==> config.mk <==
export PLATFORM = sky130hd
export DESIGN_NAME = edge_stamp_unit
export DESIGN_NICKNAME = d
export VERILOG_FILES = /design/src/rtl/esu_pkg.sv /design/src/rtl/esu_timebase.sv /design/src/rtl/esu_chan.sv /design/src/rtl/edge_stamp_unit.sv
export SDC_FILE = /design/constraint.sdc
export NUM_CORES = 1
export LEC_CHECK = 0
export ABC_CLOCK_PERIOD_IN_PS = 1960
export CAP_MARGIN = 20
export CORE_AREA = 2 2 280 172
export DETAILED_ROUTE_END_ITERATION = 8
export DIE_AREA = 0 0 282 174
export PLACE_DENSITY = 0.72
export SLEW_MARGIN = 10
export SYNTH_ARGS = -nofsm -noshare
export SYNTH_HDL_FRONTEND = slang
export SYNTH_SLANG_ARGS = --single-unit
==> constraint.sdc <==
create_clock -name clk -period 1.96 [get_ports clk]
set_input_delay 0.196 -clock clk [delete_from_list [all_inputs] [get_ports clk]]
set_output_delay 0.196 -clock clk [all_outputs]
set_load 0.03 [all_outputs]
==> src/rtl/esu_pkg.sv <==
// Shared definitions for the edge stamp unit: register addresses and the
// edge-select encoding. Assumes a word-addressed register port.
package esu_pkg;
    typedef enum logic [1:0] {
        SEL_OFF  = 2'b00,
        SEL_RISE = 2'b01,
        SEL_FALL = 2'b10,
        SEL_BOTH = 2'b11
    } edge_sel_e;

    localparam int ADDR_TIME   = 0;
    localparam int ADDR_SEL    = 1;
    localparam int ADDR_ENABLE = 2;
    localparam int ADDR_STATUS = 3;
    localparam int ADDR_CLEAR  = 4;
    localparam int CAP_BASE    = 8;
    localparam int OVR_BASE    = 16;
endpackage

==> src/rtl/esu_timebase.sv <==
// Free-running time reference. Cleared by synchronous reset and advancing by
// one every clock. Assumes wrap-around is acceptable to consumers.
module esu_timebase #(
    parameter int CNT_W = 34
) (
    input  logic             clk,
    input  logic             rst_n,
    output logic [CNT_W-1:0] count
);
    // Advance the reference count each cycle.
    always_ff @(posedge clk) begin
        if (!rst_n) count <= '0;
        else        count <= count + 1'b1;
    end

    assert_count_step_R1: assert property (@(posedge clk) disable iff (!rst_n)
        $past(rst_n) |-> count == $past(count) + 1'b1);
endmodule

==> src/rtl/esu_chan.sv <==
// One capture channel: synchronizes an asynchronous pin, detects the selected
// edge, stores {direction, stamp} and keeps valid and overrun flags. Assumes
// the pin is low during reset, so no edge is seen at reset release.
module esu_chan #(
    parameter int TS_W = 31
) (
    input  logic          clk,
    input  logic          rst_n,
    input  logic          pin,
    input  logic [1:0]    sel,
    input  logic [TS_W-1:0] stamp,
    input  logic          clr_valid,
    input  logic          clr_ovr,
    output logic          valid_q,
    output logic          ovr_q,
    output logic [TS_W:0] cap_q
);
    logic s1, s2, s3;
    logic rise, fall, hit, held;

    // Two-stage synchronizer followed by one previous-sample stage.
    always_ff @(posedge clk) begin
        if (!rst_n) begin
            s1 <= 1'b0;
            s2 <= 1'b0;
            s3 <= 1'b0;
        end else begin
            s1 <= pin;
            s2 <= s1;
            s3 <= s2;
        end
    end

    // Edge detection qualified by the channel's select field.
    always_comb begin
        rise = s2 & ~s3;
        fall = ~s2 & s3;
        hit  = (rise & sel[0]) | (fall & sel[1]);
        held = valid_q & ~clr_valid;
    end

    // Store a new record only when no unread record is pending.
    always_ff @(posedge clk) begin
        if (!rst_n)            cap_q <= '0;
        else if (hit && !held) cap_q <= {s2, stamp};
    end

    // Valid flag: set by a capture, dropped by a clear.
    always_ff @(posedge clk) begin
        if (!rst_n) valid_q <= 1'b0;
        else        valid_q <= held | hit;
    end

    // Overrun flag: set by an edge lost to a pending record; set beats clear.
    always_ff @(posedge clk) begin
        if (!rst_n) ovr_q <= 1'b0;
        else        ovr_q <= (ovr_q & ~clr_ovr) | (hit & held);
    end

    assert_capture_dir_R2: assert property (@(posedge clk) disable iff (!rst_n)
        hit && !held |=> valid_q && cap_q[TS_W] == $past(s2));

    assert_off_no_flag_R3: assert property (@(posedge clk) disable iff (!rst_n)
        sel == 2'b00 && !valid_q |=> !valid_q);

    assert_hold_capture_R4: assert property (@(posedge clk) disable iff (!rst_n)
        valid_q && $past(valid_q) && !$past(clr_valid) |-> $stable(cap_q));

    assert_overrun_set_R5: assert property (@(posedge clk) disable iff (!rst_n)
        hit && held |=> ovr_q && $stable(cap_q));
endmodule

==> src/rtl/edge_stamp_unit.sv <==
// Top of the edge stamp unit: time base, NUM_CH capture channels and the
// register file. Reads are combinational; writes take effect on the clock
// edge where wr_en is high. Assumes NUM_CH <= 16 and NUM_CH <= 2^ADDR_W - 8.
module edge_stamp_unit
    import esu_pkg::*;
#(
    parameter int NUM_CH = 12,
    parameter int CNT_W  = 34,
    parameter int ADDR_W = 5
) (
    input  logic              clk,
    input  logic              rst_n,
    input  logic [NUM_CH-1:0] pins,
    input  logic              wr_en,
    input  logic [ADDR_W-1:0] addr,
    input  logic [31:0]       wdata,
    output logic [31:0]       rdata,
    output logic              irq
);
    localparam int DW   = 32;
    localparam int TS_W = DW - 1;
    localparam int SELW = 2 * NUM_CH;

    logic [CNT_W-1:0]  count;
    logic [SELW-1:0]   sel_q;
    logic [DW-1:0]     en_q;
    logic [DW-1:0]     clr;
    logic [DW-1:0]     status;
    logic [NUM_CH-1:0] valid, ovr;
    logic [DW-1:0]     cap [NUM_CH];

    esu_timebase #(.CNT_W(CNT_W)) u_tb (
        .clk   (clk),
        .rst_n (rst_n),
        .count (count)
    );

    // Clear strobe derived from a write to the clear address.
    always_comb begin
        clr = (wr_en && addr == ADDR_W'(ADDR_CLEAR)) ? wdata : '0;
    end

    for (genvar c = 0; c < NUM_CH; c++) begin : g_ch
        esu_chan #(.TS_W(TS_W)) u_ch (
            .clk       (clk),
            .rst_n     (rst_n),
            .pin       (pins[c]),
            .sel       (sel_q[2*c +: 2]),
            .stamp     (count[CNT_W-1 -: TS_W]),
            .clr_valid (clr[c]),
            .clr_ovr   (clr[OVR_BASE + c]),
            .valid_q   (valid[c]),
            .ovr_q     (ovr[c]),
            .cap_q     (cap[c])
        );
    end

    // Edge select and enable registers.
    always_ff @(posedge clk) begin
        if (!rst_n) begin
            sel_q <= '0;
            en_q  <= '0;
        end else if (wr_en) begin
            if (addr == ADDR_W'(ADDR_SEL))    sel_q <= wdata[SELW-1:0];
            if (addr == ADDR_W'(ADDR_ENABLE)) en_q  <= wdata;
        end
    end

    // Assemble the status word from the channel flags.
    always_comb begin
        status = '0;
        status[NUM_CH-1:0]            = valid;
        status[OVR_BASE +: NUM_CH]    = ovr;
    end

    // Interrupt request from enabled status bits.
    always_comb begin
        irq = |(status & en_q);
    end

    // Read multiplexer over the register map.
    always_comb begin
        rdata = '0;
        case (addr)
            ADDR_W'(ADDR_TIME):   rdata = count[CNT_W-1 -: DW];
            ADDR_W'(ADDR_SEL):    rdata = DW'(sel_q);
            ADDR_W'(ADDR_ENABLE): rdata = en_q;
            ADDR_W'(ADDR_STATUS): rdata = status;
            default: begin
                for (int i = 0; i < NUM_CH; i++)
                    if (addr == ADDR_W'(CAP_BASE + i)) rdata = cap[i];
            end
        endcase
    end

    assert_irq_follows_R7: assert property (@(posedge clk) disable iff (!rst_n)
        (valid == '0 && ovr == '0) |-> !irq);

    assert_clear_valid_R6: assert property (@(posedge clk) disable iff (!rst_n)
        (clr[NUM_CH-1:0] == {NUM_CH{1'b1}} && sel_q == '0) |=> valid == '0);
endmodule

# ---- After elaboration in Yosys (flattened, before gate mapping)
# Cells that the tools add are included.
dict set report word_totals {
  ff_bits 534
  input_bits 52
}
dict set report classes {
  n_addsub 1
  n_eq_ne 16
  muxes 14
  n_bitwise 169
  n_reduce_logical 29
}
# op n
set ops {}
lappend ops {{32-bit 2-to-1 mux} 12}
lappend ops {{32-bit one-hot mux with 4 select lines} 1}
lappend ops {{1-bit bitwise AND} 84}
lappend ops {{1-bit NOT} 48}
lappend ops {{5-bit by 4-bit == test with 1-bit output, second input constant} 8}
lappend ops {{1-bit bitwise OR} 36}
lappend ops {{34-bit by 1-bit adder with 34-bit output, second input constant} 1}
lappend ops {{28-bit by 32-bit bitwise AND with 32-bit output} 1}
lappend ops {{32-bit OR reduction} 1}
lappend ops {{28-bit 2-to-1 mux} 1}
lappend ops {{5-bit == test, second input constant} 4}
lappend ops {{1-bit logical AND} 13}
lappend ops {{1-bit logical NOT} 12}
lappend ops {{5-bit by 2-bit == test with 1-bit output, second input constant} 2}
lappend ops {{5-bit by 1-bit == test with 1-bit output, second input constant} 1}
lappend ops {{5-bit by 3-bit == test with 1-bit output, second input constant} 1}
lappend ops {{5-bit logical NOT} 1}
lappend ops {{2-bit AND reduction} 2}

# ---- Depth between registers and ports, before layout
dict set report logic_depth {
  word_depth 14
  ltp_mapped 9
  ltp_nobuf 6
}

# ---- Cells and area by module
# A second synthesis with hierarchy kept.
dict set report hier_totals {
  hier_cells 3000
  hier_area_um2 26699.4
}
# mod n_inst cells_each area_each_um2 seq_area_each_um2
set by_module_without_submodules {}
lappend by_module_without_submodules {esu_chan 12 156 1508.9 740.7}
lappend by_module_without_submodules {edge_stamp_unit 1 951 7059.3 1121.1}
lappend by_module_without_submodules {esu_timebase 1 177 1532.7 680.7}

# ---- Worst setup path after synthesis
# OpenSTA, ideal clock, no wires.
dict set report synth_timing {
  kind {input -> output}
  start {input port addr[2]}
  end {output port rdata[18]}
  t_arrival_ps 2046
  required_time_ps 1764
  path_slack_ps -282
  stages 6
  cell_sequence {buf_2 or3b_1 nor2_2 o2bb2ai_1 a2111oi_0 o311ai_1}
}
dict set report synth_between {
  elab_chain_cells 14
  elab_cells_between_ends 29
  cone_classes {eq/ne (15); mux (13); reduce/logical (1)}
}
# item line
set synth_lines {}
lappend synth_lines {{start: declaration} edge_stamp_unit.sv:15} ;# input logic [ADDR_W-1:0] addr,
lappend synth_lines {{5-bit by 4-bit == test with 1-bit output} edge_stamp_unit.sv:91} ;# if (addr == ADDR_W'(CAP_BASE + i)) rdata = cap[i];
lappend synth_lines {{32-bit 2-to-1 mux (12 in series)} edge_stamp_unit.sv:91}
lappend synth_lines {{32-bit one-hot mux with 4 select lines *} edge_stamp_unit.sv:84} ;# case (addr)
lappend synth_lines {{end: declaration} edge_stamp_unit.sv:17} ;# output logic [31:0] rdata,
# Every way passes the cells marked *; elsewhere a longest branch is shown, timed or not.

# ---- Worst setup path after layout
dict set report layout_timing {
  start {register u_tb.count[21]}
  end {output port rdata[19]}
}
dict set report layout_between {
  elab_chain_cells 1
}
# item line
set layout_lines {}
lappend layout_lines {{start: declaration} esu_timebase.sv:8} ;# output logic [CNT_W-1:0] count
lappend layout_lines {{start signal: assignment} esu_timebase.sv:13} ;# else count <= count + 1'b1;
lappend layout_lines {{32-bit one-hot mux with 4 select lines} edge_stamp_unit.sv:84}
# Every way passes these cells.

==> reports/metrics.csv <==
stage,metric,value,unit
route,Via Count,26300,
run_status,status,"complete, but fails checks",
placement,Post-DP HPWL,74000,um
finish,final net count,3455,
route,"antenna viol nets, final",0,
route,DR DRC count,0,
yosys,sequential cell area fraction in the yosys report,0.423,
yosys,asr flop ratio synth,0,
route,drt initial violations,3979,
route,Avg WL per Cell,27.1,um
clock_network,clk sink count,534,
clock_network,CTS Buffer Depth,3,
yosys,share of Yosys cell area claimed by the top area cell type,0.423,
floorplanning,Ports,85,
timing,worst slew pin tran,0.793,ns
clock_network,clock-pin slew on the worst setup and hold paths,0.07,ns
global_route,pin count of the biggest net entering global routing,106,
hold_path,Worst Hold Class,input pin to flop,
worst_setup_path,Worst Path Required,1.76,ns
worst_setup_path,crit path max fanout,2,
timing,Pins Over Slew Limit,0,
worst_setup_path,type of origin of the critical path,flop,
placement,port buffer count,84,
timing,fin crit period,2.49,ns
yosys,Seq cells post-synth,534,
yosys,Area contributors post-synth,"dfxtp_1, nand2_1, a21boi_1",
placement,Post-DP Area,29300,um2
yosys,Yosys cell types,80,
timing,maximum clock frequency,401,MHz
clock_network,CTS tree,built,
yosys,Mapped Nets,3179,
global_route,grt ovf,0,
clock_network,worst skew pair latency,0.60,ns
power_and_ir_drop,Worst VDD drop,0.640,mV
route,Routed WL,111000,um
yosys,number of flops mapped to enable cells by yosys,0,
floorplanning,initial core utilization,0.540,
placement,pre-CTS WS,-0.887,ns
yosys,yosys warns,0,
finish,fillcell total,3530,
timing,slew margin rel.,0.466,
yosys,post-synthesis instance total,3126,
clock_network,H-tree lvl count,2,
floorplanning,Die W,282,um
floorplanning,height of the die,174,um
timing,final worst setup slack,-0.531,ns
power_and_ir_drop,LEAKAGE,12.0,nW
floorplanning,core box area,46800,um2
yosys,post-synth top area cell,dfxtp_1,
global_route,vias in the first global route,25000,
worst_setup_path,WS Path Type,flop to output port,
timing,final setup TNS,-7.32,ns
timing,Post-Route Skew,0.0208,ns
finish,area grow syn2layout,31.7,%
floorplanning,Placement Rows,62,
worst_setup_path,WP data arrival,2.29,ns
timing,final count of hold timing violations,0,
job,number of max-cap violations,0,
route,DRT Pass-1 Iters,7,
worst_setup_path,Critical Path End Type,output port,
route,Vias/cell,6.45,
timing,RSZ-0062 raised after global routing,yes,
floorplanning,die area,49100,um2
timing,Setup-failing EPs final,33,
finish,"Design Area, Final",33300,um2
power_and_ir_drop,cell area power density,725,nW/um2
global_route,first-pass GRT wire length,162000,um
clock_network,Root Buffer,clkbuf_16,
yosys,main flop type after synthesis,dfxtp_1,
yosys,Synth Area per Inst,8.09,um2
placement,GPL Wtd Cong,1.05,
timing,period utilization,1.27,
run_status,violated checks,negative setup slack,
global_route,initial antenna violation count,2,
power_and_ir_drop,total power,0.0241,W
worst_setup_path,R2R cell count,6,
hold_path,Worst Hold Depth,3,
clock_network,clock buffer count from CTS,51,
yosys,synthesized cell area,25300,um2
finish,share of cells above drive strength 1,0.254,
global_route,GRT Overall Usage,0.443,
worst max-delay path: stages (launching register included):
cell and delay [ns]:
dfxtp_4 0.38, mux4_2 0.53, a222oi_1 0.42, o21ai_2 0.20, buf_12 0.18
sequential cells by signal, summed over array words and instances (netlist names):
register and flops:
g_ch.u_ch.cap_q 384, g_ch.u_ch.ovr_q 12, u_tb.count 34, g_ch.u_ch.s2 12
g_ch.u_ch.valid_q 12, g_ch.u_ch.s3 12, sel_q 24, en_q 32
g_ch.u_ch.s1 12
path summary, 6_finish.rpt:
kind | startpoint | end | slack [ns]
worst max-delay path | u_tb.count[21]$_SDFF_PN0_ | rdata[19] | -0.53
worst min register to register | g_ch[4].u_ch.s1$_SDFF_PN0_ | g_ch[4].u_ch.s2$_SDFF_PN0_ | 0.43
worst min-delay path | wdata[29] | en_q[29]$_SDFFE_PN0P_ | 0.16
worst max register to register | sel_q[6]$_SDFFE_PN0P_ | g_ch[3].u_ch.cap_q[0]$_SDFFE_PN0P_ | 0.03
per-layer routing:
| metal | GRT usage | up-vias | wire length, um |
|---|---|---|---|
| li1 | - | 11200 | - |
| met1 | 0.599 | 12700 | 42900 |
| met2 | 0.622 | 2011 | 44400 |
| met3 | 0.165 | 490 | 16900 |
| met4 | 0.209 | 0 | 6540 |
| met5 | 0 | - | 0 |
layout make-up:
cell class	count	area, um2	share of cell area
repair buffers	519	5440	0.163
well taps	640	801	0.0241
diodes	2	5.00	0.000150
clock inverters	24	323	0.00970
clock buffers	70	1500	0.0451
multi-input cells	2277	14300	0.430
flip-flops and latches	534	10800	0.325
inverters	19	82.6	0.00248
power by group:
part           internal [W]  switching [W]
Clock               0.00639        0.00456
Sequential           0.0109      0.0000332
Combinational       0.00104        0.00123
Total                0.0183        0.00582
kinds of logic (layout without fill, tap and decap cells):
| group | after synthesis | in the layout | synth area share |
|---|---|---|---|
| xor+xnor | 28 | 28 | 0.00970 |
| simple gates | 1278 | 1278 | 0.217 |
| buf+inv | 315 | 632 | 0.0615 |
| compound gates | 895 | 895 | 0.251 |
| mux | 75 | 75 | 0.0377 |
| other cells | 0 | 2 | 0 |
| fa+ha+maj | 1 | 1 | 0.000495 |
| flops | 534 | 534 | 0.423 |
stage by stage:
stage	utilization	std cells	hold WS (ns)
3_5_place_dp	0.627	3931	0.419
2_1_floorplan	-	3126	0.323
3_3_place_gp	0.627	3931	0.414
6_report	0.712	4085	0.156
5_1_grt	0.711	4083	0.184
4_1_cts	0.699	4063	0.158
cell usage after synthesis, types with 31 or more instances:
| master | instances |
|---|---|
| nor2_1 | 58 |
| a21boi_0 | 102 |
| dfxtp_1 | 534 |
| buf_4 | 32 |
| mux2i_1 | 48 |
| and2_1 | 78 |
| a22oi_1 | 42 |
| buf_2 | 69 |
| o21ai_0 | 102 |
| a21oi_1 | 106 |
| a21boi_1 | 352 |
| nand2_1 | 982 |
| clkbuf_1 | 169 |
| nand3_1 | 31 |
placed cells by master, fill, tap and decap left out, types with 23 or more instances in the layout:
master / instances
a21oi_1: 81
buf_12: 89
nand2_1: 976
clkbuf_16: 54
a21boi_0: 102
dfxtp_2: 69
a21boi_1: 352
nor2_1: 45
o22ai_1: 23
buf_6: 57
a22o_1: 26
nand3_1: 25
o21ai_0: 63
buf_4: 321
mux2i_1: 43
clkdlybuf4s50_1: 45
a22oi_1: 34
and2_1: 80
dfxtp_1: 451
what timing repair did:
item                                   4_1_cts  5_1_grt
hold buffers                                 1        0
endpoints found under the hold margin       12        0
resized for setup                          354      110
pin swaps                                  108       64
setup endpoints to repair                   65      102
buffers inserted                            54       23
gates cloned                                 3        0
Power figures use the tool's default switching activity.
